## config.mk

```make
export PLATFORM = sky130hd
export DESIGN_NAME = step_divider
export DESIGN_NICKNAME = d
export VERILOG_FILES = /design/src/rtl/step_divider.sv
export SDC_FILE = /design/constraint.sdc
export NUM_CORES = 1
export LEC_CHECK = 0
export ABC_AREA = 0
export BUFFER_PORTS_ARGS = -buffer_cell sky130_fd_sc_hd__buf_2
export CAP_MARGIN = 20
export CORE_MARGIN = 3
export CORE_UTILIZATION = 45
export CTS_CLUSTER_SIZE = 12
export DETAILED_ROUTE_END_ITERATION = 16
export PLACE_DENSITY = 0.66
export SLEW_MARGIN = 40
export SYNTH_ARGS = -nofsm -noshare
export SYNTH_HDL_FRONTEND = slang
export SYNTH_SLANG_ARGS = --single-unit
export TNS_END_PERCENT = 50
```

## constraint.sdc

```tcl
create_clock -name clk -period 4.8 [get_ports clk]
set_clock_uncertainty 0.1 [all_clocks]
set_input_delay 0.48 -clock clk [delete_from_list [all_inputs] [get_ports clk]]
set_output_delay 0.48 -clock clk [all_outputs]
set_load 0.01 [all_outputs]
```

## src/rtl/step_divider.sv

```systemverilog
module step_divider #(
  parameter int W = 16
) (
  input  logic         clk,
  input  logic         rst_n,
  input  logic         step_i,
  input  logic         cancel_i,
  input  logic [W-1:0] dvd_hi_i,
  input  logic [W-1:0] dvd_lo_i,
  input  logic [W-1:0] dvs_i,
  output logic [W-1:0] quot_o,
  output logic         aq_o,
  output logic         done_o
);
  localparam int AW = 2 * W;
  localparam int CW = $clog2(W) + 1;
  localparam logic [CW-1:0] IDLE = '1;
  localparam logic [CW-1:0] FIRST = CW'(W - 1);

  logic [CW-1:0] cnt;
  logic [AW-1:0] acc, dvd;
  logic [W-1:0]  dvs;

  logic          idle, go;
  logic [AW-1:0] acc_cur, dvd_cur, dvs_ext, acc_nxt, dvd_nxt;
  logic [CW-1:0] cnt_cur;
  logic          aq_nxt;

  assign idle    = (cnt == IDLE);
  assign go      = step_i && !cancel_i;
  assign acc_cur = idle ? '0 : acc;
  assign dvd_cur = idle ? {dvd_hi_i, dvd_lo_i} : dvd;
  assign dvs_ext = {{W{1'b0}}, idle ? dvs_i : dvs};
  assign cnt_cur = idle ? FIRST : cnt;
  assign aq_nxt  = acc_cur[AW-1];
  assign acc_nxt = aq_nxt ? {acc_cur[AW-2:0], dvd_cur[W-1]} + dvs_ext
                          : {acc_cur[AW-2:0], dvd_cur[W-1]} - dvs_ext;
  assign dvd_nxt = {dvd_cur[AW-2:0], ~acc_nxt[AW-1]};

  always_ff @(posedge clk or negedge rst_n) begin
    if (!rst_n) begin
      cnt    <= IDLE;
      acc    <= '0;
      dvd    <= '0;
      dvs    <= '0;
      quot_o <= '0;
      aq_o   <= 1'b0;
      done_o <= 1'b0;
    end else begin
      done_o <= go && (cnt_cur == '0);
      if (cancel_i) begin
        cnt <= IDLE;
      end else if (step_i) begin
        cnt    <= cnt_cur - 1'b1;
        acc    <= acc_nxt;
        dvd    <= dvd_nxt;
        if (idle) dvs <= dvs_i;
        quot_o <= dvd_nxt[W-1:0];
        aq_o   <= aq_nxt;
      end
    end
  end

  p_idle_after_reset_r1: assert property (@(posedge clk) $rose(rst_n) |-> cnt == IDLE);

  p_first_step_r2: assert property (@(posedge clk) disable iff (!rst_n)
    (go && idle) |=> (cnt == FIRST - 1'b1) && (dvs == $past(dvs_i)));

  p_divisor_kept_r3: assert property (@(posedge clk) disable iff (!rst_n)
    (!idle && !cancel_i) |=> $stable(dvs));

  p_aq_sign_r4: assert property (@(posedge clk) disable iff (!rst_n)
    (go && !idle) |=> aq_o == $past(acc[AW-1]));

  p_quot_low_r6: assert property (@(posedge clk) disable iff (!rst_n)
    go |=> quot_o == dvd[W-1:0]);

  p_done_single_r7: assert property (@(posedge clk) disable iff (!rst_n)
    done_o |-> (cnt == IDLE || $past(cancel_i) || $past(step_i)) && !$past(done_o));

  p_hold_r8: assert property (@(posedge clk) disable iff (!rst_n)
    !go |=> $stable(quot_o) && $stable(aq_o) && $stable(acc) && $stable(dvd));

  p_cancel_idle_r9: assert property (@(posedge clk) disable iff (!rst_n)
    cancel_i |=> (cnt == IDLE) && !done_o);
endmodule

```

==> qor.csv, run 1 <==
stage,metric,value,unit
grt,grt_usage,0.208,
sta,setup_tns,0,ps
sta,setup_violations,0,
finish,diodes,0,
setup_path,crit_arrival,4760,ps
finish,final_util,0.549,
detailed_routing,firstDrtPassIters,5,
setup_path,path_delay_family,compound AO/OA/AOI/OAI gates,
sta,final-max-slew-violation-count,0,
synthesis,yosys_register_bits,71,
flow_run,max_cap_viol_count,0,
setup_path,critPathRequiredTime,4990,ps
setup_path,cp_max_fo,7,
floorplanning,start_util,0.469,
setup_path,reg2reg_to,acc[31],
synthesis,synth_area_leaders,"dfrtp_1, ha_1, nand2_1",
synthesis,synth_nets,790,
sta,rsz0062_at_grt,yes,
setup_path,reg2reg_from,cnt[0],
setup_path,worstSetupStartpointType,flip-flop,
sta,fin_crit_sh,0.954,
setup_path,rrSetupSlack,220,ps
min_path,hold_class,primary input to async pin,
floorplanning,pin_count,70,
setup_path,cpMaxStageDelayCell,dfstp_2,
clock_network,cts_tree,done,
floorplanning,die_h,119,µm
sta,maxSlewHeadroom,0.549,
sta,min_period,4580,ps
power_and_ir_drop,intPower,2.48,mW
clock_network,numClockSinks,71,
synthesis,synth_top_area_cell,dfrtp_1,
sta,hold_viol_final,0,
finish,fin_cells,934,
power_and_ir_drop,power_density,646,nW/µm²
synthesis,synth_edf_count,0,
setup_path,slowest_delay,570,ps
synthesis,synth_warnings,0,
placement,globalplace.congestion,0.961,
placement,place_inst,914,
finish,fin_area,6710,µm²
clock_network,cts.clk_slew.worst_paths,60,ps
power_and_ir_drop,power,4.33,mW
clock_network,clk_latency,340,ps
power_and_ir_drop,clkPwrFrac,0.184,
clock_network,cts_buffer_depth,2,
setup_path,critical_path_buf_inv_count,0,
floorplanning,die_area,14100,µm²
detailed_routing,routed_wl,14400,µm
grt,grt_pass1_wl,24300,µm
synthesis,syn_area,5730,µm²
sta,worst_slew_pin_slew,676,ps
setup_path,endpoint_kind,flip-flop,
placement,dp_hpwl,10600,µm
synthesis,synth_most_common_cell,nand2_1,
floorplanning,row_count,40,
clock_network,cts_buffers,9,
finish,syn_to_final_growth,17.1,%
grt,first_global_vias,5003,
setup_path,cp_cell_sequence,ha_1 -> and4_4 -> mux2i_2 -> and4_1 -> nand3b_1 -> nor2_2 -> a21boi_0 -> ha_1 -> a211o_1 -> a21oi_1 -> o211ai_1 -> a211o_1 -> o31ai_1 -> mux2i_1 -> o21a_1,
detailed_routing,drt_iter0_markers,341,
synthesis,syn_area_per_cell,8.15,µm²
synthesis,synthCells,703,
placement,dpl_cell_area,6280,µm²
grt,antenna_found_initial,0,
finish,fin_nets,848,
setup_path,r2r_cells,15,
floorplanning,core_area,12200,µm²
outcome,status,completed,
synthesis,synth_ff_type,dfrtp_1,
detailed_routing,drc_errors,0,
synthesis,synth_commonest_cells,"nand2_1, dfrtp_1, nor2_1, o21ai_0, a21oi_1",
power_and_ir_drop,p_seq_frac,0.216,
sta,timing.fmax,0.218,GHz
detailed_routing,routedWlPerCell,15.4,µm
setup_path,crit_type,flip-flop to flip-flop,
synthesis,synth_cell_types,62,
power_and_ir_drop,p_sw,1.86,mW
power_and_ir_drop,irDropWorstVdd,0.290,mV
detailed_routing,dr_total_vias,5243,
power_and_ir_drop,p_leak,2.98,nW
power_and_ir_drop,swShare,0.429,
grt,overflow,0,
detailed_routing,ant_nets,0,
floorplanning,die_w,119,µm
detailed_routing,drt-vias-per-instance,5.61,
synthesis,synth-async-reset-ratio,1.00,
finish,drive_gt1_frac,0.191,
power_and_ir_drop,combPwrFrac,0.600,
placement,port_buffers,53,
clock_network,htreeDepth,3,
grt,grt_max_degree,76,
synthesis,synth.top_cell.area_share,0.288,
synthesis,seq_area_frac_synth,0.311,
clock_network,root_buffer,clkbuf_16,
==> cells in the final DEF, fill, tap and decap left out, types with 24 or more instances in the layout <==
cell type   n
a31oi_1    24
and2_1     34
nor2_1     61
xnor2_1    27
nand2_1    95
o21ai_0    50
buf_2      52
buf_4      37
a21oi_1    47
ha_1       33
dfrtp_1    66
==> state kept, by name, indices dropped and copies added, names as in the netlist <==
| register | cells |
|---|---|
| acc | 32 |
| dvd | 16 |
| dvs | 16 |
| aq_o | 1 |
| done_o | 1 |
| cnt | 5 |
==> metal layers <==
metal,vias up,wire length [µm],GRT usage
li1,2630,-,-
met1,2488,6730,0.281
met2,102,6780,0.337
met3,23,546,0.0290
met4,0,333,0.0869
met5,-,0,0
==> power groups by stage <==
stage                     combinational [mW]  clock, mW  sequential [mW]
after global placement                  2.44          0            0.936
after detailed placement                2.51          0            0.946
final                                   2.60      0.797            0.934
after floorplan                         1.88          0            0.923
after CTS                               2.53      0.812            0.937
after global routing                    2.89      0.837            0.968
==> cell families after synthesis <==
logic type,after synthesis,synth area share
multiplexers,25,0.0496
flip-flops,71,0.311
AND/OR/NAND/NOR,266,0.221
AO/OA/AOI/OAI,207,0.231
buffers and inverters,52,0.0380
adder cells (fa/ha/maj),35,0.0777
XOR/XNOR,47,0.0718
==> timing repair <==
| action | 4_1_cts | 5_1_grt |
|---|---|---|
| setup buffers | 0 | 4 |
| gates cloned | 0 | 0 |
| endpoints found under the setup margin | 3 | 16 |
| gates resized for setup | 1 | 13 |
| hold buffers | 0 | 0 |
| pin swaps | 0 | 6 |
==> worst max path at each step <==
stage / slack (ps) / endpoint / depth (start not counted) / from
floorplan: 30 / acc[20] / 20 / cnt[0]
CTS: -40 / acc[28] / 16 / cnt[0]
global route: -30 / acc[22] / 18 / cnt[0]
global placement: 100 / acc[20] / 16 / cnt[0]
detailed placement: -0.9 / acc[20] / 16 / cnt[0]
finish: 220 / acc[31] / 15 / cnt[0]
==> stage by stage <==
stage                     hold WS [ps]  worst slack (ps)
after CTS                         78.2             -35.7
after global placement             352              96.5
after floorplan                   84.4              25.8
final                             44.3               222
after global routing               113             -25.4
after detailed placement           359            -0.875
==> final cells by class <==
cell class / count / area, µm²
tap: 168 / 210
sequential: 71 / 1780
fill: 1161 / 5500
inverter: 9 / 33.8
timing repair buffer: 90 / 549
clock inverter: 3 / 90.1
multi-input combinational: 580 / 3780
clock buffer: 13 / 260
No activity file was read; power rests on OpenSTA's default activity.
==> run 2, diff against run 1 <==
PLACE_DENSITY = 0.67   (was 0.66)
==> run 2 against run 1 <==
  * Fmax down 0.84%
  * Cell count up 0.32%
  * Critical path type unchanged
  * Critical path depth up 2
==> qor.csv, run 2 (same netlist as run 1, synthesis figures left out) <==
stage,metric,value,unit
clock_network,numClockSinks,71,
floorplanning,row_count,40,
flow_run,max_cap_viol_count,0,
power_and_ir_drop,power_density,635,nW/µm²
finish,fin_nets,851,
detailed_routing,dr_total_vias,5351,
finish,mostFrequentLayoutCells,"nand2_1, dfrtp_1, nor2_1",
setup_path,cp_max_fo,8,
finish,final_common_cell,nand2_1,
sta,fin_ws,183,ps
finish,drive_gt1_frac,0.195,
sta,min_period,4620,ps
placement,port_buffers,53,
sta,fin_crit_sh,0.962,
power_and_ir_drop,power,4.23,mW
finish,fin_area,6660,µm²
outcome,status,completed,
placement,globalplace.congestion,0.921,
setup_path,crit_type,flip-flop to flip-flop,
finish,syn_to_final_growth,16.2,%
clock_network,root_buffer,clkbuf_16,
clock_network,cts_buffers,9,
grt,grt_pass1_wl,24800,µm
floorplanning,pin_count,70,
floorplanning,die_h,119,µm
sta,rsz0062_at_grt,yes,
detailed_routing,drc_errors,0,
sta,maxSlewHeadroom,0.525,
clock_network,cts_tree,done,
detailed_routing,ant_nets,0,
grt,overflow,0,
setup_path,critPathRequiredTime,4900,ps
detailed_routing,firstDrtPassIters,5,
grt,first_global_vias,5195,
power_and_ir_drop,irDropWorstVdd,0.286,mV
finish,diodes,0,
grt,antenna_found_initial,0,
floorplanning,die_w,119,µm
clock_network,cts_buffer_depth,2,
placement,dpl_cell_area,6310,µm²
clock_network,clk_latency,350,ps
detailed_routing,routedWlPerCell,15.5,µm
finish,largest_reg_flops,32,
finish,top_register,acc,
sta,hold_viol_final,0,
setup_path,worstSetupStartpointType,flip-flop,
clock_network,cts.clk_slew.worst_paths,70,ps
setup_path,r2r_cells,17,
floorplanning,start_util,0.469,
sta,setup_violations,0,
detailed_routing,drt_iter0_markers,391,
setup_path,crit_arrival,4720,ps
floorplanning,die_area,14100,µm²
sta,worst_slew_pin_slew,712,ps
detailed_routing,routed_wl,14500,µm
setup_path,endpoint_kind,flip-flop,
min_path,hold_class,primary input to async pin,
grt,grt_max_degree,72,
sta,final-max-slew-violation-count,0,
clock_network,htreeDepth,3,
power_and_ir_drop,p_leak,2.96,nW
finish,reg.largest.list,"acc x32, dvd x16, dvs x16",
placement,dp_hpwl,10600,µm
placement,dp_slack,21.0,ps
grt,grt_usage,0.211,
detailed_routing,drt-vias-per-instance,5.71,
floorplanning,core_area,12200,µm²
sta,timing.fmax,0.217,GHz
-- run 2: worst max-delay path, stage by stage (launching register included) --
cell	delay [ps]
dfstp_2	570
ha_1	190
and4_4	330
mux2i_1	250
and4_2	330
nand3b_1	130
nor2_2	190
buf_4	200
buf_4	150
a21boi_0	80
ha_1	420
a21o_1	230
a31oi_1	380
a2bb2oi_1	200
a21oi_1	80
a31oi_1	340
xor2_1	180
o21ai_0	90
-- run 2: metrics by stage --
stage               setup TNS [ps]  utilization  instances  hold slack [ps]
finish                           0        0.545        937             31.1
floorplan                        0            -        703             84.4
global route                 -57.4        0.545        937              109
global placement                 0        0.516        917              355
detailed placement               0        0.516        917              364
CTS                              0        0.540        933             73.8
-- run 2: per-layer routing --
layer	track usage	wire length, µm	vias up
li1	-	-	2647
met1	0.273	6600	2576
met2	0.359	7110	109
met3	0.0332	575	19
met4	0.0724	254	0
met5	0	0	-
-- run 2: layout make-up --
cell class                      instances  area, µm²
Clock buffer                            9        225
Clock inverter                          7       61.3
Fill cell                            1192       5550
Inverter                                9       33.8
Multi-Input combinational cell        580       3770
Sequential cell                        71       1780
Tap cell                              168        210
Timing Repair Buffer                   93        572
-- run 2: repair_timing --
action                                  4_1_cts  5_1_grt
hold buffers                                  0        0
endpoints found under the setup margin        0       15
buffers inserted                              0        4
resized for setup                             0       13
-- run 2: power breakdown --
part	total, mW	switching, mW	internal, mW
Combinational	2.62	1.47	1.15
Sequential	0.947	0.144	0.803
Clock	0.661	0.300	0.361
Total	4.23	1.91	2.32
-- run 2: path summary, 6_finish.rpt --
path	endpoint	from	slack, ps
setup reg to reg	acc[27]	cnt[0]	180
hold reg to reg	acc[19]	acc[19]	370
min in group clk	dvd[6]	dvd_lo_i[5]	280
setup / recovery	acc[27]	cnt[0]	180
hold / removal	dvs[13]	rst_n	30
max in group asynchronous	dvd[11]	rst_n	4090
==> run 3, diff against run 2 <==
PLACE_DENSITY = unset   (was 0.67)
PLACE_DENSITY_LB_ADDON = 0.05   (was unset)
REMOVE_ABC_BUFFERS = 1   (was unset)
==> run 3 against run 2 <==
  * Setup slack better by 45 ps
  * Register-to-register slack improved by 40 ps
  * Via count shrank 0.62%
  * Highest routed layer unchanged
  * Wire length is 0.62% lower
  * Power increased by 2.9%
  * Largest power group unchanged
  * Critical path type unchanged
  * Critical endpoint is now acc[18]
  * Critical path depth did not move
==> qor.csv, run 3 (same netlist as run 1, synthesis figures left out) <==
stage,metric,value,unit
clock_network,cts.clk_slew.worst_paths,60,ps
floorplanning,core_area,12200,µm²
detailed_routing,routedWlPerCell,15.5,µm
min_path,hold_class,primary input to async pin,
clock_network,postCtsHoldBufs,0,
power_and_ir_drop,power_density,647,nW/µm²
detailed_routing,drc_errors,0,
clock_network,clk_latency,340,ps
finish,top_register,acc,
power_and_ir_drop,swShare,0.433,
sta,min_period,4570,ps
floorplanning,start_util,0.469,
outcome,status,completed,
setup_path,worstSetupStartpointType,flip-flop,
power_and_ir_drop,clkPwrFrac,0.185,
grt,grt_max_degree,77,
grt,overflow,0,
floorplanning,die_w,119,µm
detailed_routing,routed_wl,14500,µm
sta,worst_slew_pin_slew,677,ps
finish,fin_nets,845,
sta,rsz0062_at_grt,yes,
sta,hold_viol_final,0,
power_and_ir_drop,irDropWorstVdd,0.344,mV
clock_network,numClockSinks,71,
sta,timing.fmax,0.219,GHz
power_and_ir_drop,p_seq_frac,0.217,
grt,grt_pass1_wl,24300,µm
floorplanning,pin_count,70,
setup_path,critical_path_buf_inv_count,1,
setup_path,slowest_delay,570,ps
sta,final-max-slew-violation-count,0,
power_and_ir_drop,p_sw,1.88,mW
setup_path,endpoint_kind,flip-flop,
setup_path,path_delay_family,simple AND/OR/NAND/NOR gates,
clock_network,cts_buffers,9,
setup_path,critPathRequiredTime,4890,ps
finish,largest_reg_flops,32,
setup_path,cpMaxStageDelayCell,dfstp_2,
grt,first_global_vias,4946,
finish,final_common_cell,nand2_1,
placement,port_buffers,53,
detailed_routing,ant_nets,0,
finish,fin_area,6730,µm²
detailed_routing,dr_total_vias,5318,
setup_path,crit_arrival,4660,ps
sta,fin_crit_sh,0.953,
power_and_ir_drop,p_leak,2.98,nW
clock_network,root_buffer,clkbuf_16,
placement,dp_hpwl,10300,µm
detailed_routing,firstDrtPassIters,5,
setup_path,cp_max_fo,6,
finish,diodes,0,
power_and_ir_drop,combPwrFrac,0.598,
grt,grt_usage,0.208,
detailed_routing,drt-vias-per-instance,5.71,
sta,setup_tns,0,ps
floorplanning,die_h,119,µm
finish,drive_gt1_frac,0.189,
sta,setup_violations,0,
grt,antenna_found_initial,0,
power_and_ir_drop,power,4.35,mW
flow_run,max_cap_viol_count,0,
floorplanning,die_area,14100,µm²
detailed_routing,drt_iter0_markers,420,
clock_network,cts_tree,done,
finish,syn_to_final_growth,17.4,%
floorplanning,row_count,40,
finish,mostFrequentLayoutCells,"nand2_1, dfrtp_1, nor2_1",
clock_network,cts_buffer_depth,2,
placement,dpl_cell_area,6320,µm²
clock_network,htreeDepth,3,
setup_path,crit_type,flip-flop to flip-flop,
power_and_ir_drop,intPower,2.47,mW
sta,maxSlewHeadroom,0.549,
finish,final_util,0.551,
finish,reg.largest.list,"acc x32, dvd x16, dvs x16",
placement,globalplace.congestion,0.975,
sta,hold_ws,63.0,ps
setup_path,cp_cell_sequence,ha_1 -> and4_4 -> mux2i_2 -> and4_2 -> buf_4 -> nand2_2 -> or3_1 -> o311ai_1 -> xor2_1 -> ha_1 -> and4_1 -> and4_1 -> a21boi_2 -> o211ai_1 -> a31oi_1 -> xor2_1 -> o21ai_0,
[run 3: cell types whose count changed in the layout (fill, tap and decap cells not counted), sizes merged]
cell	before	now
bufinv	0	3
clkinvlp	2	0
inv	14	10
clkbuf	9	10
clkinv	0	2
buf	93	87
[run 3: through the flow]
stage,worst slack [ps],std cells
finish,228,931
global route,-41.1,931
CTS,98.1,931
detailed placement,-65.0,914
global placement,41.7,913
floorplan,-1540,660
[run 3: layer usage]
layer  GRT usage  part of all wire  wire, µm  vias to the layer above
met5           0                 0         0                        -
met4      0.0637             0.011       155                        0
met3      0.0347             0.057       828                       16
met2       0.320              0.44      6300                      161
met1       0.301              0.50      7160                     2510
li1            -                 -         -                     2631
[run 3: path summary, 6_finish.rpt]
kind / from / endpoint / slack (ps) / depth (start not counted)
worst max-delay path: cnt[0] / acc[18] / 230 / 17
worst min-delay path: rst_n / dvs[3] / 60 / 1
worst max register to register: cnt[0] / acc[18] / 230 / 17
worst min register to register: acc[11] / acc[11] / 370 / 2
max in group asynchronous: rst_n / acc[23] / 4080 / 1
min in group clk: dvd_lo_i[4] / dvd[5] / 290 / 3
[run 3: worst register-to-register path: cells and delay by family, from the launching register on]
kind            cells  cell delay, ps
simple gates        6            1560
compound gates      5             890
flops               1             570
fa+ha+maj           2             510
xor+xnor            2             410
mux                 1             250
buf+inv             1             150
[run 3: power by group through the flow]
stage	clock network [mW]	registers (mW)	logic, mW
2_1_floorplan	0	0.934	1.84
3_3_place_gp	0	0.946	2.47
3_5_place_dp	0	0.955	2.51
4_1_cts	0.821	0.945	2.54
5_1_grt	0.847	0.977	2.90
6_report	0.804	0.944	2.60
[run 3: area by class of cell]
class,instances,area (µm²)
inverter,9,33.8
fill,1173,5490
sequential,71,1780
clock inverter,6,116
tap,168,210
timing repair buffer,87,559
clock buffer,10,239
multi-input combinational,580,3780
[run 3: timing repair]
item,in CTS,in global routing
pin swaps,1,2
setup buffers,1,0
endpoints found under the setup margin,3,15
resized for setup,2,11
